<file path="src/rtl/acc_class_pkg.sv">
package acc_class_pkg;

   typedef enum logic [1:0] {
      CLS_NORMAL  = 2'd0,
      CLS_STREAM  = 2'd1,
      CLS_PERSIST = 2'd2,
      CLS_RSVD    = 2'd3
   } acc_class_e;

   typedef enum logic [2:0] {
      HINT_NONE     = 3'd0,
      HINT_GLOBAL   = 3'd1,
      HINT_STREAM   = 3'd2,
      HINT_LASTUSE  = 3'd3,
      HINT_VOLATILE = 3'd4
   } acc_hint_e;

   localparam logic [2:0] SEL_BASE  = 3'd0;
   localparam logic [2:0] SEL_LEN   = 3'd1;
   localparam logic [2:0] SEL_FRAC  = 3'd2;
   localparam logic [2:0] SEL_HITC  = 3'd3;
   localparam logic [2:0] SEL_MISSC = 3'd4;
   localparam logic [2:0] SEL_CLEAR = 3'd5;

   function automatic logic hint_overrides(input logic [2:0] h);
      return (h == HINT_STREAM) || (h == HINT_LASTUSE) || (h == HINT_VOLATILE);
   endfunction

endpackage

</file>
<file path="src/rtl/acc_window_cfg.sv">
module acc_window_cfg
   import acc_class_pkg::*;
#(
   parameter int ADDR_W  = 32,
   parameter int RATIO_W = 8
) (
   input  logic               clk,
   input  logic               rst_n,
   input  logic               we,
   input  logic [2:0]         sel,
   input  logic [ADDR_W-1:0]  wdata,
   output logic [ADDR_W-1:0]  base,
   output logic [ADDR_W-1:0]  len,
   output logic [RATIO_W-1:0] frac,
   output acc_class_e         hit_cls,
   output acc_class_e         miss_cls
);

   if (RATIO_W > ADDR_W) begin : g_bad_ratio
      $error("acc_window_cfg: RATIO_W must not exceed ADDR_W");
   end

   always_ff @(posedge clk) begin
      if (!rst_n || (we && sel == SEL_CLEAR)) begin
         base     <= '0;
         len      <= '0;
         frac     <= '0;
         hit_cls  <= CLS_NORMAL;
         miss_cls <= CLS_NORMAL;
      end else if (we) begin
         case (sel)
            SEL_BASE:  base     <= wdata;
            SEL_LEN:   len      <= wdata;
            SEL_FRAC:  frac     <= wdata[RATIO_W-1:0];
            SEL_HITC:  hit_cls  <= acc_class_e'(wdata[1:0]);
            SEL_MISSC: miss_cls <= acc_class_e'(wdata[1:0]);
            default: ;
         endcase
      end
   end

endmodule

</file>
<file path="src/rtl/acc_line_hash.sv">
module acc_line_hash #(
   parameter int ADDR_W   = 32,
   parameter int LINE_LSB = 7,
   parameter int HASH_W   = 8
) (
   input  logic [ADDR_W-1:0] addr,
   output logic [HASH_W-1:0] hash
);

   localparam int IDX_W = ADDR_W - LINE_LSB;
   localparam int NGRP  = (IDX_W + HASH_W - 1) / HASH_W;
   localparam int PAD_W = NGRP * HASH_W;

   if (LINE_LSB < 0 || LINE_LSB >= ADDR_W) begin : g_bad_lsb
      $error("acc_line_hash: LINE_LSB out of range");
   end
   if (HASH_W < 1) begin : g_bad_hash
      $error("acc_line_hash: HASH_W must be positive");
   end

   logic [PAD_W-1:0]  padded;
   logic [HASH_W-1:0] fold [NGRP+1];

   if (PAD_W > IDX_W) begin : g_pad
      assign padded = {{(PAD_W-IDX_W){1'b0}}, addr[ADDR_W-1:LINE_LSB]};
   end else begin : g_nopad
      assign padded = addr[ADDR_W-1:LINE_LSB];
   end

   assign fold[0] = '0;
   for (genvar g = 0; g < NGRP; g++) begin : g_fold
      assign fold[g+1] = fold[g] ^ padded[g*HASH_W +: HASH_W];
   end

   assign hash = fold[NGRP];

endmodule

</file>
<file path="src/rtl/acc_class_decide.sv">
module acc_class_decide
   import acc_class_pkg::*;
#(
   parameter int ADDR_W   = 32,
   parameter int LINE_LSB = 7,
   parameter int RATIO_W  = 8
) (
   input  logic [ADDR_W-1:0]  addr,
   input  logic [2:0]         hint,
   input  logic [ADDR_W-1:0]  base,
   input  logic [ADDR_W-1:0]  len,
   input  logic [RATIO_W-1:0] frac,
   input  acc_class_e         hit_cls,
   input  acc_class_e         miss_cls,
   output logic               in_win,
   output logic               forced,
   output acc_class_e         cls
);

   localparam int              WIDE_W  = ADDR_W + 1;
   localparam logic [RATIO_W-1:0] FULL_AT = {RATIO_W{1'b1}};

   logic [WIDE_W-1:0]  addr_w, lo_w, hi_w;
   logic [RATIO_W-1:0] hash;
   logic               take_hit;

   acc_line_hash #(
      .ADDR_W  (ADDR_W),
      .LINE_LSB(LINE_LSB),
      .HASH_W  (RATIO_W)
   ) hash_i (
      .addr(addr),
      .hash(hash)
   );

   assign addr_w = {1'b0, addr};
   assign lo_w   = {1'b0, base};
   assign hi_w   = {1'b0, base} + {1'b0, len};

   assign in_win   = (addr_w >= lo_w) && (addr_w < hi_w);
   assign take_hit = (frac >= FULL_AT) || (hash < frac);
   assign forced   = hint_overrides(hint);

   always_comb begin
      if (forced)        cls = CLS_STREAM;
      else if (!in_win)  cls = CLS_NORMAL;
      else if (take_hit) cls = hit_cls;
      else               cls = miss_cls;
   end

endmodule

</file>
<file path="src/rtl/acc_class_tagger.sv">
module acc_class_tagger
   import acc_class_pkg::*;
#(
   parameter int ADDR_W   = 32,
   parameter int LINE_LSB = 7,
   parameter int RATIO_W  = 8
) (
   input  logic              clk,
   input  logic              rst_n,
   input  logic              cfg_we,
   input  logic [2:0]        cfg_sel,
   input  logic [ADDR_W-1:0] cfg_wdata,
   input  logic              in_valid,
   output logic              in_ready,
   input  logic [ADDR_W-1:0] in_addr,
   input  logic [2:0]        in_hint,
   output logic              out_valid,
   input  logic              out_ready,
   output logic [ADDR_W-1:0] out_addr,
   output logic [2:0]        out_hint,
   output logic [1:0]        out_class
);

   if (ADDR_W < 8) begin : g_bad_addr
      $error("acc_class_tagger: ADDR_W too small");
   end

   logic [ADDR_W-1:0]  c_base, c_len;
   logic [RATIO_W-1:0] c_frac;
   acc_class_e         c_hit, c_miss, d_cls;
   logic               d_in_win, d_forced, accept;

   acc_window_cfg #(.ADDR_W(ADDR_W), .RATIO_W(RATIO_W)) cfg_i (
      .clk     (clk),
      .rst_n   (rst_n),
      .we      (cfg_we),
      .sel     (cfg_sel),
      .wdata   (cfg_wdata),
      .base    (c_base),
      .len     (c_len),
      .frac    (c_frac),
      .hit_cls (c_hit),
      .miss_cls(c_miss)
   );

   acc_class_decide #(
      .ADDR_W  (ADDR_W),
      .LINE_LSB(LINE_LSB),
      .RATIO_W (RATIO_W)
   ) dec_i (
      .addr    (in_addr),
      .hint    (in_hint),
      .base    (c_base),
      .len     (c_len),
      .frac    (c_frac),
      .hit_cls (c_hit),
      .miss_cls(c_miss),
      .in_win  (d_in_win),
      .forced  (d_forced),
      .cls     (d_cls)
   );

   assign in_ready = !out_valid || out_ready;
   assign accept   = in_valid && in_ready;

   always_ff @(posedge clk) begin
      if (!rst_n) begin
         out_valid <= 1'b0;
         out_addr  <= '0;
         out_hint  <= '0;
         out_class <= CLS_NORMAL;
      end else if (accept) begin
         out_valid <= 1'b1;
         out_addr  <= in_addr;
         out_hint  <= in_hint;
         out_class <= d_cls;
      end else if (out_ready) begin
         out_valid <= 1'b0;
      end
   end

   // a stalled output holds its contents
   assert_hold_on_stall_R2: assert property (@(posedge clk) disable iff (!rst_n)
      out_valid && !out_ready |=> out_valid && $stable(out_addr) && $stable(out_hint)
                                  && $stable(out_class));

   // an accepted request shows up on the next cycle
   assert_accept_lands_R2: assert property (@(posedge clk) disable iff (!rst_n)
      in_valid && in_ready |=> out_valid && out_addr == $past(in_addr));

   // outside the window and without a forcing hint the class is normal
   assert_outside_normal_R3: assert property (@(posedge clk) disable iff (!rst_n)
      accept && !d_in_win && !d_forced |=> out_class == CLS_NORMAL);

   // a saturated fraction always yields the hit class in the window
   assert_full_frac_R5: assert property (@(posedge clk) disable iff (!rst_n)
      accept && d_in_win && !d_forced && (&c_frac) |=> out_class == $past(c_hit));

   // forcing hints yield streaming and travel unchanged
   assert_hint_force_R6: assert property (@(posedge clk) disable iff (!rst_n)
      accept && (in_hint == HINT_STREAM || in_hint == HINT_LASTUSE ||
                 in_hint == HINT_VOLATILE)
      |=> out_class == CLS_STREAM && out_hint == $past(in_hint));

   // after a clear, unforced requests are normal
   assert_clear_normal_R8: assert property (@(posedge clk) disable iff (!rst_n)
      cfg_we && cfg_sel == SEL_CLEAR |=> (in_valid && in_ready && !d_forced)
                                          |=> out_class == CLS_NORMAL);

endmodule

</file>
<file path="config.mk">
export PLATFORM = sky130hd
export DESIGN_NAME = acc_class_tagger
export DESIGN_NICKNAME = d
export VERILOG_FILES = /design/src/rtl/acc_class_pkg.sv /design/src/rtl/acc_window_cfg.sv /design/src/rtl/acc_line_hash.sv /design/src/rtl/acc_class_decide.sv /design/src/rtl/acc_class_tagger.sv
export SDC_FILE = /design/constraint.sdc
export NUM_CORES = 1
export LEC_CHECK = 0
export BUFFER_PORTS_ARGS = -buffer_cell sky130_fd_sc_hd__buf_2
export CORE_MARGIN = 1
export CORE_UTILIZATION = 55
export DETAILED_ROUTE_END_ITERATION = 8
export GPL_TIMING_DRIVEN = 0
export PLACE_DENSITY = 0.83
export SLEW_MARGIN = 20
export SYNTH_ARGS = -nofsm -noshare
export SYNTH_HDL_FRONTEND = slang
export SYNTH_SLANG_ARGS = --single-unit
</file>
<file path="constraint.sdc">
create_clock -name clk -period 13.8 [get_ports clk]
set_clock_uncertainty 0.15 [all_clocks]
set_input_delay 0.69 -clock clk [delete_from_list [all_inputs] [get_ports clk]]
set_output_delay 0.69 -clock clk [all_outputs]
set_load 0.05 [all_outputs]
</file>
==> results.cfg <==
[global_route]
antenna_found_initial = 0
grt_use_total_pct = 29.7
grt_max_degree = 17
grt_pass1_wl_mm = 32.8
gr-total-overflow = 0
grt_pass1_vias = 6666

[synthesis]
synthFlopType = dfxtp_1
synth_fp_nets = 1132
synth-edff-count = 0
ys_warn_count = 0
avgSynthCellArea_um2 = 7.84
netlist_area_mm2 = 0.00748
async_flop_share_pct = 0
ys_seq_elements = 114
synthCells = 954
yosysSeqAreaShare_pct = 30.5
synth_cell_types = 56

[flow_run]
max-cap-violations = 0

[floorplanning]
die_h_um = 119
initial_utilization_pct = 56.5
dieArea_mm2 = 0.0141
die_x_um = 119
num_rows = 42
core_area_mm2 = 0.0132
io_pins = 114

[clock_network]
cts_root_buf = clkbuf_16
clock_latency_ps = 430
ctsHoldBuffers = 0
cts_made_buffers = 17
cts_tree = done
cts.sinks = 114
clk_pin_slew_worst_paths_ps = 60
htreeDepth = 4
cts_buffer_depth = 2
post-cts-setup-buffers = 0
cts_resized = 0

[finish]
final_nets = 1264
stdcell_area_mm2 = 0.00883
layout-drive-gt1-share_pct = 14.2
final.fill_count = 1165
diodes = 0
area_growth_syn_to_layout_pct = 17.9

[drt]
wirelength_mm = 20.6
antenna_left = 0
avgRoutedWirePerCell_um = 16.1
via_per_inst = 5.64
drtIter0Drc = 471
drc_errors = 0
drtPass1Iterations = 5
num_vias = 7186

[timing]
rsz0062_at_grt = false
hold_viol = 0
setup-violations-final = 0
finalCriticalPeriod_ps = 5680
slew_headroom_pct = 38.0
clock.fmax_mhz = 176
final.setup.tns_ps = 0
drv_slew = 0
worstMarginPinSlew_ps = 923
fin_crit_sh_pct = 41.2

[critical_path]
worstPathCellList = ha_1 -> fa_1 -> a211oi_1 -> o21ai_1 -> a21boi_2 -> a21oi_2 -> a2111o_1 -> o21ai_2 -> o32ai_4 -> mux2i_1 -> a2111oi_2 -> ha_1 -> a21o_1 -> a211oi_1 -> o21ai_0 -> a211oi_1 -> o21ai_0 -> a31oi_1 -> o21ai_0 -> or3b_1 -> a21boi_0
worstPathRequired_ps = 13990
crit_type = register to register
crit_slowest_cell = fa_1
worst_ep_arrival_time_ps = 5870
path_max_fanout = 4
slowest_delay_ps = 440
critPathCaptureType = register
start_kind = register

[min_path]
holdCritPathClass = register to register

[power_and_ir_drop]
p_sw_mw = 0.274
peakVddDrop_mv = 0.0715
power_density_mw_per_mm2 = 104
seq_power_share_pct = 37.9
sw_frac_of_total_pct = 29.9
power.total_mw = 0.917
comb_power_share_pct = 16.2
leakagePower_nw = 3.74
p_int_mw = 0.642
power.share.clock_pct = 45.9

[placement]
dp_hpwl_mm = 15.9
portBuffers = 113
finalWeightedCongestion = 0.933
place_area_mm2 = 0.00827

[run_status]
outcome = complete, no violations
flip-flops by register name (all words and copies together) (netlist names):
| signal | count |
|---|---|
| cfg_i.hit_cls | 2 |
| out_hint | 3 |
| cfg_i.base | 32 |
| cfg_i.frac | 8 |
| out_class | 2 |
| out_addr | 32 |
| cfg_i.miss_cls | 2 |
| out_valid | 1 |
| cfg_i.len | 32 |
cells in the final DEF, fill, tap and decap left out, types with 3 or more instances in the layout:
master / instances
a211o_1: 3
a211oi_1: 11
a21boi_0: 38
a21o_1: 35
a21oi_1: 118
a31oi_1: 4
and2_1: 3
and4_1: 3
buf_2: 113
clkbuf_1: 33
clkbuf_16: 17
clkinv_2: 3
clkinvlp_4: 4
dfxtp_1: 114
ha_1: 102
inv_1: 53
inv_6: 5
mux2i_1: 5
nand2_1: 240
nand2b_1: 8
nand3_1: 8
nand4_1: 14
nor2_1: 19
nor2b_1: 3
nor3_1: 11
nor4_1: 3
o211ai_1: 5
o21a_1: 5
o21ai_0: 28
o21bai_1: 6
or2_2: 4
or3_1: 4
xnor2_1: 28
xor2_1: 14
cell families after synthesis:
kind of cell,synth area share (%)
adder cells (fa/ha/maj),17.3
flip-flops,30.5
multiplexers,0.669
AO/OA/AOI/OAI,23.6
buffers and inverters,4.36
AND/OR/NAND/NOR,18.6
XOR/XNOR,4.92
power by group through the flow:
stage | sequential, mW | clock, mW | combinational [mW]
3_5_place_dp | 0.354 | 0 | 0.146
4_1_cts | 0.347 | 0.422 | 0.147
6_report | 0.347 | 0.421 | 0.149
2_1_floorplan | 0.374 | 0 | 0.0748
5_1_grt | 0.348 | 0.437 | 0.163
3_3_place_gp | 0.354 | 0 | 0.142
synth_stat cells (3+ instances only):
cell type / count / share of area, %
a211o_1: 3 / 0.35
o21bai_1: 6 / 0.60
a21boi_0: 38 / 3.8
nor2_1: 19 / 0.95
o211ai_1: 5 / 0.50
xnor2_1: 28 / 3.3
and4_1: 3 / 0.35
nor4_1: 3 / 0.25
a21oi_1: 118 / 7.9
dfxtp_1: 114 / 30
and2_1: 3 / 0.25
a211oi_1: 11 / 1.1
ha_1: 102 / 17
inv_1: 53 / 2.7
nand3_1: 8 / 0.54
nand2_1: 240 / 12
mux2i_1: 5 / 0.67
nand4_1: 14 / 1.2
or3_1: 4 / 0.33
a31oi_1: 4 / 0.33
a21o_1: 35 / 3.5
nor3_1: 11 / 0.74
xor2_1: 14 / 1.6
o21a_1: 5 / 0.50
o21ai_0: 28 / 1.9
or2_2: 4 / 0.33
clkbuf_1: 32 / 1.6
nand2b_1: 8 / 0.67
nor2b_1: 3 / 0.25
worst paths after layout:
path,startpoint,to,slack [ps],cells after the start
setup / recovery,cfg_i.base[0],out_class[1],8120,21
hold / removal,out_hint[2],out_hint[2],310,2
setup reg to reg,cfg_i.base[0],out_class[1],8120,21
hold reg to reg,out_hint[2],out_hint[2],310,2
area by class of cell:
type / count / area [um^2] / area share, %
Buffer: 34 / 128 / 1.45
Clock buffer: 18 / 429 / 4.86
Clock inverter: 14 / 128 / 1.45
Inverter: 53 / 199 / 2.25
Multi-Input combinational cell: 753 / 4870 / 55.2
Sequential cell: 114 / 2280 / 25.9
Tap cell: 176 / 220 / 2.50
Timing Repair Buffer: 113 / 566 / 6.41
layer usage:
layer,track usage (%),share of wire (%)
met1,39.9,45
met2,46.4,44
met3,5.07,6.9
met4,13.8,3.5
met5,0,0
critical path, delay by kind of cell (launching register included):
kind            cells  cell delay (ps)
compound gates     16             3560
fa+ha+maj           3             1000
simple gates        1              420
flops               1              330
mux                 1              150
stage by stage:
step	instances	util, %	hold WS, ps	setup WS [ps]
finish	1275	66.6	311	8120
global route	1275	66.6	326	7760
CTS	1275	66.6	312	8120
detailed placement	1243	62.4	303	8140
global placement	1243	62.4	296	8290
floorplan	954	-	290	9060
(Power assumes the default switching activity.)
